### config.mk
export PLATFORM = sky130hd
export DESIGN_NAME = refclk_gen
export DESIGN_NICKNAME = d
export VERILOG_FILES = /design/src/rtl/refclk_pkg.sv /design/src/rtl/refclk_regs.sv /design/src/rtl/refclk_src_pick.sv /design/src/rtl/refclk_frac_div.sv /design/src/rtl/refclk_gen.sv
export SDC_FILE = /design/constraint.sdc
export NUM_CORES = 1
export LEC_CHECK = 0
export ABC_AREA = 1
export BUFFER_PORTS_ARGS = -buffer_cell sky130_fd_sc_hd__buf_4
export CAP_MARGIN = 10
export CORE_MARGIN = 3
export CORE_UTILIZATION = 36
export CTS_CLUSTER_DIAMETER = 150
export DETAILED_ROUTE_END_ITERATION = 7
export GPL_ROUTABILITY_DRIVEN = 0
export PLACE_DENSITY = 0.53
export RECOVER_POWER = 25
export SYNTH_ARGS = -nofsm -noshare
export SYNTH_HDL_FRONTEND = slang
export SYNTH_HIERARCHICAL = 1
export SYNTH_SLANG_ARGS = --single-unit
### constraint.sdc
create_clock -name clk -period 4.98 [get_ports clk]
set_input_delay 1.245 -clock clk [delete_from_list [all_inputs] [get_ports clk]]
set_output_delay 1.245 -clock clk [all_outputs]
set_load 0.03 [all_outputs]
### src/rtl/refclk_pkg.sv
package refclk_pkg;
  localparam int REG_DW   = 32;
  localparam int ADDR_W   = 5;
  localparam int SEL_W    = 4;
  localparam int DIV_W    = 15;
  localparam int TRIM_W   = 9;
  localparam int SEL_LSB  = 0;
  localparam int ACT_BIT  = 8;
  localparam int SW_BIT   = 9;
  localparam int OE_BIT   = 12;
  localparam int ON_BIT   = 15;
  localparam int DIV_LSB  = 16;
  localparam int TRIM_LSB = REG_DW - TRIM_W;

  typedef enum logic [1:0] {
    ACC_WRITE = 2'd0,
    ACC_SET   = 2'd1,
    ACC_CLEAR = 2'd2,
    ACC_NONE  = 2'd3
  } acc_kind_e;

  function automatic logic [REG_DW-1:0] apply_access(acc_kind_e k,
                                                     logic [REG_DW-1:0] cur,
                                                     logic [REG_DW-1:0] wd);
    case (k)
      ACC_WRITE: return wd;
      ACC_SET:   return cur | wd;
      ACC_CLEAR: return cur & ~wd;
      default:   return cur;
    endcase
  endfunction
endpackage

### src/rtl/refclk_regs.sv
module refclk_regs import refclk_pkg::*; (
  input  logic              clk,
  input  logic              rst_n,
  input  logic              we_i,
  input  logic [ADDR_W-1:0] addr_i,
  input  logic [REG_DW-1:0] wdata_i,
  output logic [REG_DW-1:0] rdata_o,
  input  logic              active_i,
  input  logic              ack_i,
  output logic [SEL_W-1:0]  sel_o,
  output logic              oe_o,
  output logic              on_o,
  output logic              sw_req_o,
  output logic [DIV_W-1:0]  div_o,
  output logic [TRIM_W-1:0] trim_o
);
  logic [SEL_W-1:0]  sel_q;
  logic              oe_q, on_q, sw_q;
  logic [DIV_W-1:0]  div_q;
  logic [TRIM_W-1:0] trim_q;
  logic [REG_DW-1:0] ctrl_img, trim_img, ctrl_new, trim_new;
  acc_kind_e         kind;
  logic              hit_ctrl, hit_trim, sw_set;

  always_comb begin
    ctrl_img = '0;
    ctrl_img[SEL_LSB +: SEL_W] = sel_q;
    ctrl_img[ACT_BIT]          = active_i;
    ctrl_img[SW_BIT]           = sw_q;
    ctrl_img[OE_BIT]           = oe_q;
    ctrl_img[ON_BIT]           = on_q;
    ctrl_img[DIV_LSB +: DIV_W] = div_q;
    trim_img = '0;
    trim_img[TRIM_LSB +: TRIM_W] = trim_q;
    kind     = acc_kind_e'(addr_i[3:2]);
    hit_ctrl = we_i && !addr_i[4] && (kind != ACC_NONE);
    hit_trim = we_i &&  addr_i[4] && (kind != ACC_NONE);
    ctrl_new = apply_access(kind, ctrl_img, wdata_i);
    trim_new = apply_access(kind, trim_img, wdata_i);
    sw_set   = hit_ctrl && (kind != ACC_CLEAR) && wdata_i[SW_BIT];
    rdata_o  = addr_i[4] ? trim_img : ctrl_img;
  end

  always_ff @(posedge clk or negedge rst_n) begin
    if (!rst_n) begin
      sel_q  <= '0;
      oe_q   <= 1'b0;
      on_q   <= 1'b0;
      sw_q   <= 1'b0;
      div_q  <= '0;
      trim_q <= '0;
    end else begin
      if (hit_ctrl) begin
        if (!active_i) sel_q <= ctrl_new[SEL_LSB +: SEL_W];
        oe_q  <= ctrl_new[OE_BIT];
        on_q  <= ctrl_new[ON_BIT];
        div_q <= ctrl_new[DIV_LSB +: DIV_W];
      end
      if (hit_trim) trim_q <= trim_new[TRIM_LSB +: TRIM_W];
      sw_q <= (sw_q && !ack_i) || sw_set;
    end
  end

  assign sel_o    = sel_q;
  assign oe_o     = oe_q;
  assign on_o     = on_q;
  assign sw_req_o = sw_q;
  assign div_o    = div_q;
  assign trim_o   = trim_q;

  // source select cannot move while the generator is active
  a_r7_sel_frozen: assert property (@(posedge clk) disable iff (!rst_n)
    active_i |=> $stable(sel_q));
  // the switch request only drops after the divider took the values
  a_r6_sw_drop: assert property (@(posedge clk) disable iff (!rst_n)
    $fell(sw_q) |-> $past(ack_i));
endmodule

### src/rtl/refclk_src_pick.sv
module refclk_src_pick import refclk_pkg::*; #(
  parameter int NSRC = 16
) (
  input  logic             clk,
  input  logic             rst_n,
  input  logic [NSRC-1:0]  src_i,
  input  logic [SEL_W-1:0] sel_i,
  output logic             lvl_o,
  output logic             tick_o
);
  localparam int NPAD = 1 << SEL_W;
  logic [NPAD-1:0] pad;
  logic            lvl_q, prev_q;

  generate
    if (NSRC >= NPAD) begin : g_full
      assign pad = src_i[NPAD-1:0];
    end else begin : g_short
      assign pad = {{(NPAD-NSRC){1'b0}}, src_i};
    end
  endgenerate

  always_ff @(posedge clk or negedge rst_n) begin
    if (!rst_n) begin
      lvl_q  <= 1'b0;
      prev_q <= 1'b0;
    end else begin
      lvl_q  <= pad[sel_i];
      prev_q <= lvl_q;
    end
  end

  assign lvl_o  = lvl_q;
  assign tick_o = lvl_q && !prev_q;

  // one input edge yields a single one-cycle tick
  a_r10_tick_single: assert property (@(posedge clk) disable iff (!rst_n)
    tick_o |=> !tick_o);
endmodule

### src/rtl/refclk_frac_div.sv
module refclk_frac_div import refclk_pkg::*; (
  input  logic              clk,
  input  logic              rst_n,
  input  logic              on_i,
  input  logic              tick_i,
  input  logic              lvl_i,
  input  logic              load_req_i,
  input  logic [DIV_W-1:0]  new_div_i,
  input  logic [TRIM_W-1:0] new_trim_i,
  output logic              load_ack_o,
  output logic              run_o,
  output logic              out_o
);
  localparam int CNT_W = DIV_W + 1;

  logic [DIV_W-1:0]  w_div, n_div;
  logic [TRIM_W-1:0] w_trim, n_trim, acc_q, base;
  logic [TRIM_W:0]   sum;
  logic [CNT_W-1:0]  cnt_q, len_q, n_len;
  logic              run_q, out_q;
  logic              bypass, boundary, take_new, carry, n_bypass;

  always_comb begin
    bypass   = (w_div == '0) && (w_trim == '0);
    boundary = run_q && tick_i && (bypass || (cnt_q + 1'b1 == len_q));
    take_new = load_req_i && (boundary || !run_q);
    n_div    = take_new ? new_div_i  : w_div;
    n_trim   = take_new ? new_trim_i : w_trim;
    base     = (take_new || !run_q) ? '0 : acc_q;
    sum      = {1'b0, base} + {1'b0, n_trim};
    carry    = sum[TRIM_W];
    n_len    = {1'b0, n_div} + {{DIV_W{1'b0}}, carry};
    if (n_len == '0) n_len = {{DIV_W{1'b0}}, 1'b1};
    n_bypass = (n_div == '0) && (n_trim == '0);
  end

  always_ff @(posedge clk or negedge rst_n) begin
    if (!rst_n) begin
      w_div  <= '0;
      w_trim <= '0;
      acc_q  <= '0;
      cnt_q  <= '0;
      len_q  <= '0;
      run_q  <= 1'b0;
      out_q  <= 1'b0;
    end else begin
      if (take_new) begin
        w_div  <= new_div_i;
        w_trim <= new_trim_i;
      end
      if (!run_q) begin
        out_q <= 1'b0;
        cnt_q <= '0;
        if (on_i) begin
          run_q <= 1'b1;
          acc_q <= sum[TRIM_W-1:0];
          len_q <= n_len;
        end else begin
          acc_q <= '0;
        end
      end else if (bypass) begin
        if (!on_i && !lvl_i) begin
          run_q <= 1'b0;
          out_q <= 1'b0;
        end else begin
          out_q <= lvl_i;
          if (take_new) begin
            cnt_q <= '0;
            acc_q <= sum[TRIM_W-1:0];
            len_q <= n_len;
            if (!n_bypass) out_q <= 1'b0;
          end
        end
      end else if (boundary) begin
        cnt_q <= '0;
        acc_q <= sum[TRIM_W-1:0];
        len_q <= n_len;
        if (!on_i) begin
          run_q <= 1'b0;
          out_q <= 1'b0;
        end else begin
          out_q <= !out_q;
        end
      end else if (tick_i) begin
        cnt_q <= cnt_q + 1'b1;
      end
    end
  end

  assign load_ack_o = take_new;
  assign run_o      = run_q;
  assign out_o      = out_q;

  // the edge counter never passes the half-period length
  a_r3_cnt_bound: assert property (@(posedge clk) disable iff (!rst_n)
    (run_q && !bypass) |-> (cnt_q < len_q));
  // a half-period spans div or div+1 edges, never zero
  a_r4_len_span: assert property (@(posedge clk) disable iff (!rst_n)
    (run_q && !bypass) |-> ((len_q >= {1'b0, w_div}) && (len_q <= {1'b0, w_div} + 1'b1) && (len_q != '0)));
  // the generator stops only after on was cleared, with the output low
  a_r8_stop_low: assert property (@(posedge clk) disable iff (!rst_n)
    $fell(run_q) |-> (!out_q && !$past(on_i)));
endmodule

### src/rtl/refclk_gen.sv
module refclk_gen import refclk_pkg::*; #(
  parameter int NSRC = 16
) (
  input  logic              clk,
  input  logic              rst_n,
  input  logic [NSRC-1:0]   src_i,
  input  logic              reg_we,
  input  logic [ADDR_W-1:0] reg_addr,
  input  logic [REG_DW-1:0] reg_wdata,
  output logic [REG_DW-1:0] reg_rdata,
  output logic              ref_clk_o,
  output logic              ref_oe_o
);
  logic [SEL_W-1:0]  sel;
  logic [DIV_W-1:0]  div;
  logic [TRIM_W-1:0] trim;
  logic              oe, on, sw_req, ack, run, out, lvl, tick, active;

  assign active = on | run;

  refclk_regs u_regs (
    .clk      (clk),
    .rst_n    (rst_n),
    .we_i     (reg_we),
    .addr_i   (reg_addr),
    .wdata_i  (reg_wdata),
    .rdata_o  (reg_rdata),
    .active_i (active),
    .ack_i    (ack),
    .sel_o    (sel),
    .oe_o     (oe),
    .on_o     (on),
    .sw_req_o (sw_req),
    .div_o    (div),
    .trim_o   (trim)
  );

  refclk_src_pick #(.NSRC(NSRC)) u_pick (
    .clk    (clk),
    .rst_n  (rst_n),
    .src_i  (src_i),
    .sel_i  (sel),
    .lvl_o  (lvl),
    .tick_o (tick)
  );

  refclk_frac_div u_div (
    .clk        (clk),
    .rst_n      (rst_n),
    .on_i       (on),
    .tick_i     (tick),
    .lvl_i      (lvl),
    .load_req_i (sw_req),
    .new_div_i  (div),
    .new_trim_i (trim),
    .load_ack_o (ack),
    .run_o      (run),
    .out_o      (out)
  );

  assign ref_clk_o = out & oe;
  assign ref_oe_o  = oe;
endmodule

* Word level (Yosys, flattened, before mapping)
Cells that the tools add are included.
** Operators by class
- $mul :: 0
- Reduce and logical (&&, ||, !) cells :: 39
- Shift operators :: 0
- Bitwise logic cells :: 8
- Equality and inequality tests :: 9
- Muxes and demuxes :: 39
- Magnitude comparators :: 1
- Add/sub/neg operators :: 3
- Div/mod/pow operators :: 0
** Operators with widths (count)
- $mux 16 :: 13
- $pmux 32 s3 :: 1
- $pmux 31 s3 :: 1
- $mux 9 :: 8
- $and 32x32->32 :: 1
- $mux 32 :: 1
- $not 32->32 :: 1
- $or 32x32->32 :: 1
- $and 31x31->31 :: 1
- $or 31x31->31 :: 1
- $logic_not 15->1 :: 2
- $logic_not 9->1 :: 2
- $add 15x1->16 :: 1
- $add 16x1->16 const B :: 1
- $eq 16x16->1 :: 1
- $logic_not 16->1 :: 1
- $mux 15 :: 1
- $logic_and 1x1->1 :: 14
- $mux 1 :: 13
- $add 9x9->10 :: 1
- $ne 3x3->1 const B :: 3
- $reduce_and 3->1 :: 3
- $logic_not 1->1 :: 7
- $lt 4x5->1 const B :: 1
- other kinds (14) :: 19
** Storage, ports and cells
- Memory bits (writable) :: 0
- Memory bits (read-only) :: 0
- Memories :: 0
- Flip-flop bits (word level) :: 100
- Word-level logic and storage cells :: 114
- Latch bits :: 0

* Logic depth before layout (Yosys ltp)
Gate-level depths: netlist (run 1).
- Depth in word-level cells :: 16
- Gate-level depth with buffers :: 42

* By module
Netlist (run 1), hierarchy kept.
** Modules (own cells, without submodules)
- refclk_frac_div :: cells an instance 618, area each 4431.8 µm², instances 1
- refclk_regs :: cells an instance 312, area each 1941.9 µm², instances 1
- refclk_src_pick :: cells an instance 54, area each 295.3 µm², instances 1
- refclk_gen :: cells an instance 5, area each 18.8 µm², instances 1

* Worst setup path before layout (run 1)
OpenSTA, ideal clock, no wires.
- Kind :: register to register
- Start :: register u_div.cnt_q[1]
- End :: register u_div.len_q[0]
- Data required time :: 4.903 ns
- Setup time :: 0.077 ns
- Setup slack :: 0.204 ns
- Clock period less this slack :: 4.776 ns
- Stages on the path, launching flop included :: 39
- Arrival :: 4.699 ns
- Cell sequence :: dfrtp_1 > ha_1 > nand3_1 > nor2_2 > nand2_1 > nand2_1 > nand2_1 > nand2_1 > nand3_1 > nor2_1 > nand3_1 > nand2_1 > nand2_2 > nand2_4 > nand2_8 > buf_6 > buf_6 > o21ai_0 > [3 not listed] > a21oi_1 > o21bai_1 > nand2_1 > nand2_1 > a21oi_1 > inv_1 > a21oi_1 > o21bai_1 > ha_1 > ha_1 > or2_2 > nor2_1 > nand3_1 > nor2_1 > nand3_1 > nor2_1 > nand3_1 > a21oi_1
** RTL lines
- from (decl) :: line refclk_frac_div.sv:19 : logic [CNT_W-1:0] cnt_q, len_q, n_len;
- from (signal assigned) :: line refclk_frac_div.sv:85 : cnt_q <= cnt_q + 1'b1;
- $add 16x1->16 * :: line refclk_frac_div.sv:25 : boundary = run_q && tick_i && (bypass || (cnt_q + 1'b1 == len_q));
- $eq 16x16->1 * :: line refclk_frac_div.sv:25
- $logic_or 1x1->1 * :: line refclk_frac_div.sv:25
- $logic_and 1x1->1 * :: line refclk_frac_div.sv:25
- $logic_or 1x1->1 * :: line refclk_frac_div.sv:26 : take_new = load_req_i && (boundary || !run_q);
- $logic_and 1x1->1 * :: line refclk_frac_div.sv:26
- $mux 9 * :: line refclk_frac_div.sv:28 : n_trim = take_new ? new_trim_i : w_trim;
- named net u_div.n_trim[1] :: line refclk_frac_div.sv:17 : logic [TRIM_W-1:0] w_trim, n_trim, acc_q, base;
- $add 9x9->10 * :: line refclk_frac_div.sv:30 : sum = {1'b0, base} + {1'b0, n_trim};
- $add 15x1->16 * :: line refclk_frac_div.sv:32 : n_len = {1'b0, n_div} + {{DIV_W{1'b0}}, carry};
- $logic_not 16->1 :: line refclk_frac_div.sv:33 : if (n_len == '0) n_len = {{DIV_W{1'b0}}, 1'b1};
- $mux 16 * :: line refclk_frac_div.sv:33
- $mux 16 :: line refclk_frac_div.sv:67 : if (take_new) begin
- $mux 16 :: line refclk_frac_div.sv:62 : if (!on_i && !lvl_i) begin
- $mux 16 :: line refclk_frac_div.sv:61 : end else if (bypass) begin
- $mux 16 * :: line refclk_frac_div.sv:51 : if (!run_q) begin
- to (signal assigned) :: line refclk_frac_div.sv:57 : len_q <= n_len;
- to (signal assigned) :: line refclk_frac_div.sv:70 : len_q <= n_len;
- to (signal assigned) :: line refclk_frac_div.sv:77 : len_q <= n_len;
- to (decl) :: line refclk_frac_div.sv:19
Mark *: on every way through the listed nets, which the timed path passes. The rest lies on a longest branch. The select of a mux whose other input is x is not followed.
A chain may end at the register's enable or synchronous reset.

* Worst setup path after layout (run 1)
- Start :: register u_div.cnt_q[1]
- End :: register u_div.len_q[0]
** On the way
- Word-level cells in the longest chain between the ends :: 16
** RTL lines
- $add 16x1->16 * :: line refclk_frac_div.sv:25
- $eq 16x16->1 * :: line refclk_frac_div.sv:25
- $logic_or 1x1->1 * :: line refclk_frac_div.sv:25
- $logic_and 1x1->1 * :: line refclk_frac_div.sv:25
- $logic_or 1x1->1 * :: line refclk_frac_div.sv:26
- $logic_and 1x1->1 * :: line refclk_frac_div.sv:26
- named net ack :: line refclk_gen.sv:17 : logic oe, on, sw_req, ack, run, out, lvl, tick, active;
- $logic_or 1x1->1 :: line refclk_frac_div.sv:29 : base = (take_new || !run_q) ? '0 : acc_q;
- $mux 9 :: line refclk_frac_div.sv:29
- $add 9x9->10 :: line refclk_frac_div.sv:30
- $add 15x1->16 :: line refclk_frac_div.sv:32
- $logic_not 16->1 :: line refclk_frac_div.sv:33
- $mux 16 :: line refclk_frac_div.sv:33
- $mux 16 :: line refclk_frac_div.sv:67
- $mux 16 :: line refclk_frac_div.sv:62
- $mux 16 :: line refclk_frac_div.sv:61
- $mux 16 :: line refclk_frac_div.sv:51
Marked as above.

==> results of run 1 <==
-- logic make-up after synthesis --
logic type      count (synthesis)
simple gates                  633
flops                         100
xor+xnor                       10
compound gates                 64
buf+inv                       167
other cells                     1
fa+ha+maj                      14
-- where the power goes --
group | total, mW | switching [mW] | leakage (nW) | internal, mW
logic | 2.16 | 1.30 | 3.11 | 0.861
registers | 1.27 | 0.212 | 1.30 | 1.05
clock network | 0.768 | 0.316 | 0.159 | 0.452
-- repair_timing --
action                     4_1_cts  5_1_grt
gates resized for setup         13       66
setup buffers                   32       16
pin swaps                        7       48
setup endpoints to repair        2       16
cloned                           0        0
-- metal layers --
layer / track usage / vias up / wire length, um
li1: - / 3408 / -
met1: 0.2702 / 2962 / 9203
met2: 0.3101 / 112 / 9263
met3: 0.03427 / 24 / 632
met4: 0.06253 / 0 / 384
met5: 0 / - / 0
-- cell type report --
cell class,instances,area (um2)
clock buffers,11,242.7
clock inverters,5,75.07
multi-input cells,729,3751
inverters,139,541.8
well taps,229,286.5
flip-flops and latches,100,2505
repair buffers,178,1344
fillers,1857,9340
-- registers in the layout, summed over array words and instances, names as in the netlist --
register and flops:
u_div/w_div 15, u_regs/trim_o 9, u_regs/sel_o 4, u_pick/lvl_o 1, u_regs/on_o 1, u_div/w_trim 9, u_div/cnt_q 16, u_div/len_q 16
u_regs/div_o 15, u_div/out_o 1, u_regs/oe_o 1, u_regs/sw_req_o 1, u_pick/prev_q 1, u_div/acc_q 9, u_div/run_o 1
-- worst max path at each step --
stage | from | to | cells past startpoint | slack [ps]
after detailed placement | u_div/cnt_q[0] | u_div/len_q[0] | 39 | -310
final | u_div/cnt_q[1] | u_div/len_q[0] | 42 | 70
after global routing | u_div/cnt_q[1] | u_div/len_q[0] | 41 | -360
after global placement | u_div/cnt_q[0] | u_div/len_q[0] | 39 | -250
after floorplan | u_div/cnt_q[1] | u_div/len_q[0] | 38 | 200
after CTS | u_div/cnt_q[0] | u_div/len_q[0] | 39 | -70
-- cell usage in the layout, fill, tap and decap left out, drive strengths merged, types with 4 or more instances in the layout --
cell,count
clkbuf,14
nand3b,4
xor2,6
o21ai,27
conb,8
nor4,4
buf,175
nor3,6
nand4,17
nand3,85
o22ai,19
xnor2,4
ha,13
a21oi,13
inv,139
nand2,415
dfrtp,100
nor2,97
==> summary.txt, run 1 <==
Logic synthesis
  • Top_reg_cell synth: dfrtp_1
  • Largest cells by area after synthesis: dfrtp_1 (37%), nand2_1 (22%), inv_1 (7.4%), nand3_1 (6.1%), nor2_1 (4.5%)
  • Largest area contributor in the netlist: dfrtp_1
  • Post-synth EDFFs: 0
  • Count leader, synth: nand2_1
  • Yosys cell types: 41
  • Synth Area in Compound Gates: 0.06006
  • #FFs+latches synth: 100
  • Sequential area share after synthesis: 0.3742
  • Synth Area in Simple Gates: 0.4122
  • Netlist Area Pre-Place: 0.006688 mm2
  • Warnings, synthesis: 6
  • Synth Area in Adders: 0.02732
  • Synth Area in XOR/XNOR: 0.01310
  • Syn avg cell area: 6.762 um2
  • Largest family of logic cells by synthesized area: simple AND/OR/NAND/NOR gates
  • Fraction of registers with async set/reset: 1.000
  • Synth top area share: 0.3742
  • Post-synthesis cell count: 989
  • Mux cell area share after synthesis: 0
  • Synth top cells by count: nand2_1 (399), inv_1 (132), dfrtp_1 (100)

Floorplanning
  • Die Wd: 142.3 um
  • # rows: 49
  • IO Pins: 90
  • Starting Density: 0.3698
  • DIE HEIGHT: 142.3 um
  • Die area: 0.02025 mm2
  • Core region area: 0.01809 mm2

Detailed routing
  • DRT Pass-1 Iters: 5
  • DRT antenna net count: 0
  • Initial DRC Count: 334
  • Total vias in the final route: 6506
  • Vias per inst: 4.677
  • WL final: 19480 um
  • WL per Instance: 14.01 um
  • DRC: 0

Place
  • DP Wirelength: 13940 um
  • Cells after DPL: 1333
  • # port buffers: 70
  • DP Area: 0.007805 mm2
  • Pre-CTS setup slack: -310.7 ps

Setup path
  • CP max stage delay: 420 ps
  • Crit path max-delay family: simple AND/OR/NAND/NOR gates
  • Crit start category: register
  • Cell mode on critical path: nand2_2
  • Crit-path max FO: 7
  • FF-to-FF Start: u_div/cnt_q[1]
  • CP max-delay cell: dfrtp_1
  • Register-to-Register Setup Slack: 70 ps
  • Reg2Reg Depth: 42
  • WS Path Type: reg -> reg
  • Crit path DAT: 5200 ps
  • R2R Path End: u_div/len_q[0]
  • Worst path bufs/invs: 6
  • CP required: 5270 ps
  • Worst Setup End Kind: register

Timing
  • Fmax: 203.6 MHz
  • Worst setup margin: 68.26 ps
  • Worst-case hold slack: 414.8 ps
  • Max transition margin: -0.4307
  • Least-Margin Pin Slew: 2146 ps
  • Final setup vio count: 0
  • Setup tns final: 0 ps
  • Tmin final: 4912 ps
  • RSZ-0062 raised after global routing: yes
  • Final hold vios: 0
  • Final worst path period share: 0.9863
  • Final Max Slew Viols: 70
  • Setup Skew: 7.911 ps

Layout
  • Area grow syn2layout: 30.78%
  • Share of cells above drive strength 1: 0.2565
  • Finished Cell Area: 0.008746 mm2
  • Layout Cells excl Fill: 1391
  • Util after Layout: 0.4836
  • Inserted Diodes: 0
  • NumNets Final: 1227

Worst hold path
  • Min-Delay Endpoint: u_pick/prev_q
  • Worst Hold Class: reg -> reg
  • Hold_sp: u_pick/lvl_o
  • Cell depth of the worst min-delay path: 0

Power
  • Tot Pwr: 4.197 mW
  • Max VDD drop: 0.0001891 V
  • P_leak: 4.569 nW
  • Power per cell area: 479.9 mW/mm2

Run status
  • Failing checks: capacitance limit, slew limit
  • Status: complete, but fails checks

Clock network
  • Hold_buf cts: 0
  • Root buffer cell: clkbuf_16
  • H-tree levels: 3
  • Total CTS buffers: 9
  • Clock Path Buffers: 2
  • CTS tree: done
  • Worst skew pair latency: 350 ps
  • Num Clock Sinks: 100
  • CTS clock-pin slew for the worst setup and hold paths: 70 ps

Run
  • Maxcap violations: 2

GRT
  • Initial antenna violation count: 0
  • Vias in the first global route: 6228
  • GRT Resource Usage Total: 0.1947
  • First-pass GRT wire length: 31580 um
  • GRT overflow: 0
  • Pin count of the biggest net entering global routing: 40
Note: power is estimated with default switching activity, not from simulation.
==> run 2: changes to the inputs <==
--- a/config.mk
+++ b/config.mk
@@ -10,10 +10,10 @@
 export CAP_MARGIN = 10
 export CORE_MARGIN = 3
 export CORE_UTILIZATION = 36
-export CTS_CLUSTER_DIAMETER = 150
+export CTS_CLUSTER_DIAMETER = 50
 export DETAILED_ROUTE_END_ITERATION = 7
 export GPL_ROUTABILITY_DRIVEN = 0
-export PLACE_DENSITY = 0.53
+export PLACE_DENSITY = 0.67
 export RECOVER_POWER = 25
 export SYNTH_ARGS = -nofsm -noshare
 export SYNTH_HDL_FRONTEND = slang
==> run 2 against run 1 <==
- the run still ends with capacitance limit, slew limit left
- final area down 5.3%
- clock skew up 2.1 ps
- sequential power about the same
- worst hold slack better by 21 ps
- sequential share of layout area up 1.6 points
- critical path depth down 1
- count of clock-buffer cells in the layout unchanged
- clock power down 11%
- setup slack worse by 32 ps
==> summary.txt, run 2 (synthesis gave the netlist of run 1 again) <==
Setup path
  • Crit path max-delay family: simple AND/OR/NAND/NOR gates
  • Crit path DAT: 5220 ps
  • Crit start category: register
  • CP max stage delay: 410 ps
  • WS Path Type: reg -> reg
  • Reg2Reg Depth: 41
  • Cell depth of the worst setup path: 41
  • CP max-delay cell: dfrtp_1
  • CP required: 5260 ps
  • Worst Setup End Kind: register
  • Worst path bufs/invs: 4
  • Crit-path max FO: 8

Layout
  • Layout Cells excl Fill: 1339
  • Util after Layout: 0.4580
  • Fill cells: 1837
  • Inserted Diodes: 0
  • Share of cells above drive strength 1: 0.2162
  • Most frequent cells in the layout: nand2_1 (384), inv_1 (132), buf_4 (119)
  • Top flop regs: u_div/cnt_q: 16 flops, u_div/len_q: 16 flops
  • Finished Cell Area: 0.008283 mm2
  • Area grow syn2layout: 23.85%
  • NumNets Final: 1175
  • Most common cell after layout, fill and taps aside: nand2_1

Detailed routing
  • Initial DRC Count: 315
  • WL final: 17220 um
  • WL per Instance: 12.86 um
  • Total vias in the final route: 6328
  • DRT antenna net count: 0
  • Vias per inst: 4.726
  • DRC: 0
  • DRT Pass-1 Iters: 5

Timing
  • Max transition margin: -0.09640
  • Least-Margin Pin Slew: 1645 ps
  • RSZ-0062 raised after global routing: yes
  • Fmax: 202.3 MHz
  • Final Max Slew Viols: 66
  • Tmin final: 4944 ps
  • Final setup vio count: 0
  • Worst setup margin: 35.87 ps
  • Final worst path period share: 0.9928
  • Setup Skew: 10.04 ps
  • Setup tns final: 0 ps
  • Final hold vios: 0
  • Worst-case hold slack: 435.4 ps

Place
  • DP Wirelength: 12740 um
  • DP Area: 0.007655 mm2
  • Cells after DPL: 1313
  • # port buffers: 70
  • Pre-CTS setup slack: -176.3 ps

GRT
  • GRT overflow: 0
  • Vias in the first global route: 6052
  • Pin count of the biggest net entering global routing: 66
  • Initial antenna violation count: 0
  • GRT Resource Usage Total: 0.1738
  • First-pass GRT wire length: 28710 um

Power
  • P_leak: 4.324 nW
  • Max VDD drop: 0.0002112 V
  • Tot Pwr: 4.007 mW
  • Power per cell area: 483.8 mW/mm2

Clock network
  • Num Clock Sinks: 100
  • Worst skew pair latency: 360 ps
  • Root buffer cell: clkbuf_16
  • Total CTS buffers: 9
  • Clock Path Buffers: 2
  • CTS clock-pin slew for the worst setup and hold paths: 70 ps
  • H-tree levels: 3
  • Hold_buf cts: 0
  • CTS tree: done

Floorplanning
  • Core region area: 0.01809 mm2
  • DIE HEIGHT: 142.3 um
  • # rows: 49
  • IO Pins: 90
  • Starting Density: 0.3698
  • Die Wd: 142.3 um
  • Die area: 0.02025 mm2

Run status
  • Status: complete, but fails checks
  • Failing checks: capacitance limit, slew limit

Run
  • Maxcap violations: 1

Worst hold path
  • Worst Hold Class: reg -> reg
  • Cell depth of the worst min-delay path: 0
run 2: cell count changes in the layout (fill, tap and decap cells not counted), sizes merged:
cell	change
inv	+3
clkinvlp	+1
buf	-51
bufinv	-2
clkbuf	-1
clkinv	-2
run 2: worst reg2reg max path, delay by kind of cell (launching register included):
family / cells / cell delay (ps)
AO/OA/AOI/OAI: 7 / 960
AND/OR/NAND/NOR: 26 / 2350
flip-flops: 1 / 410
buffers and inverters: 4 / 370
adder cells (fa/ha/maj): 4 / 820
run 2: layout make-up:
| class | count | area, um2 | share of cell area |
|---|---|---|---|
| multi-input cells | 729 | 3699 | 0.4465 |
| inverters | 139 | 544.3 | 0.06571 |
| flip-flops and latches | 100 | 2504 | 0.3023 |
| clock inverters | 5 | 41.29 | 0.004985 |
| clock buffers | 11 | 242.7 | 0.02931 |
| repair buffers | 126 | 965.9 | 0.1166 |
| well taps | 229 | 286.5 | 0.03459 |
run 2: metal layers:
layer	vias to the layer above	routed length, um	track usage
li1	3313	-	-
met1	2863	8061	0.2347
met2	125	8073	0.2810
met3	27	700	0.03831
met4	0	380	0.05203
met5	-	0	0
run 2: what timing repair did:
action	CTS	global route
pin swaps	6	47
setup endpoints to repair	1	14
gates resized for setup	13	55
setup buffers	0	10
run 2: where the power goes:
part	internal, mW	switching, mW	total [mW]
Combinational	0.806	1.26	2.07
Clock	0.359	0.326	0.686
Sequential	1.05	0.200	1.25
run 2: path summary, 6_finish.rpt:
check / startpoint / to / slack, ps
worst max register to register: u_div/cnt_q[1] / u_div/len_q[0] / 40
min in group asynchronous: rst_n / u_div/cnt_q[14] / 1310
worst min register to register: u_pick/lvl_o / u_pick/prev_q / 440
worst min-delay path: u_pick/lvl_o / u_pick/prev_q / 440
worst max-delay path: u_div/cnt_q[1] / u_div/len_q[0] / 40
max in group asynchronous: rst_n / u_div/w_trim[4] / 2430
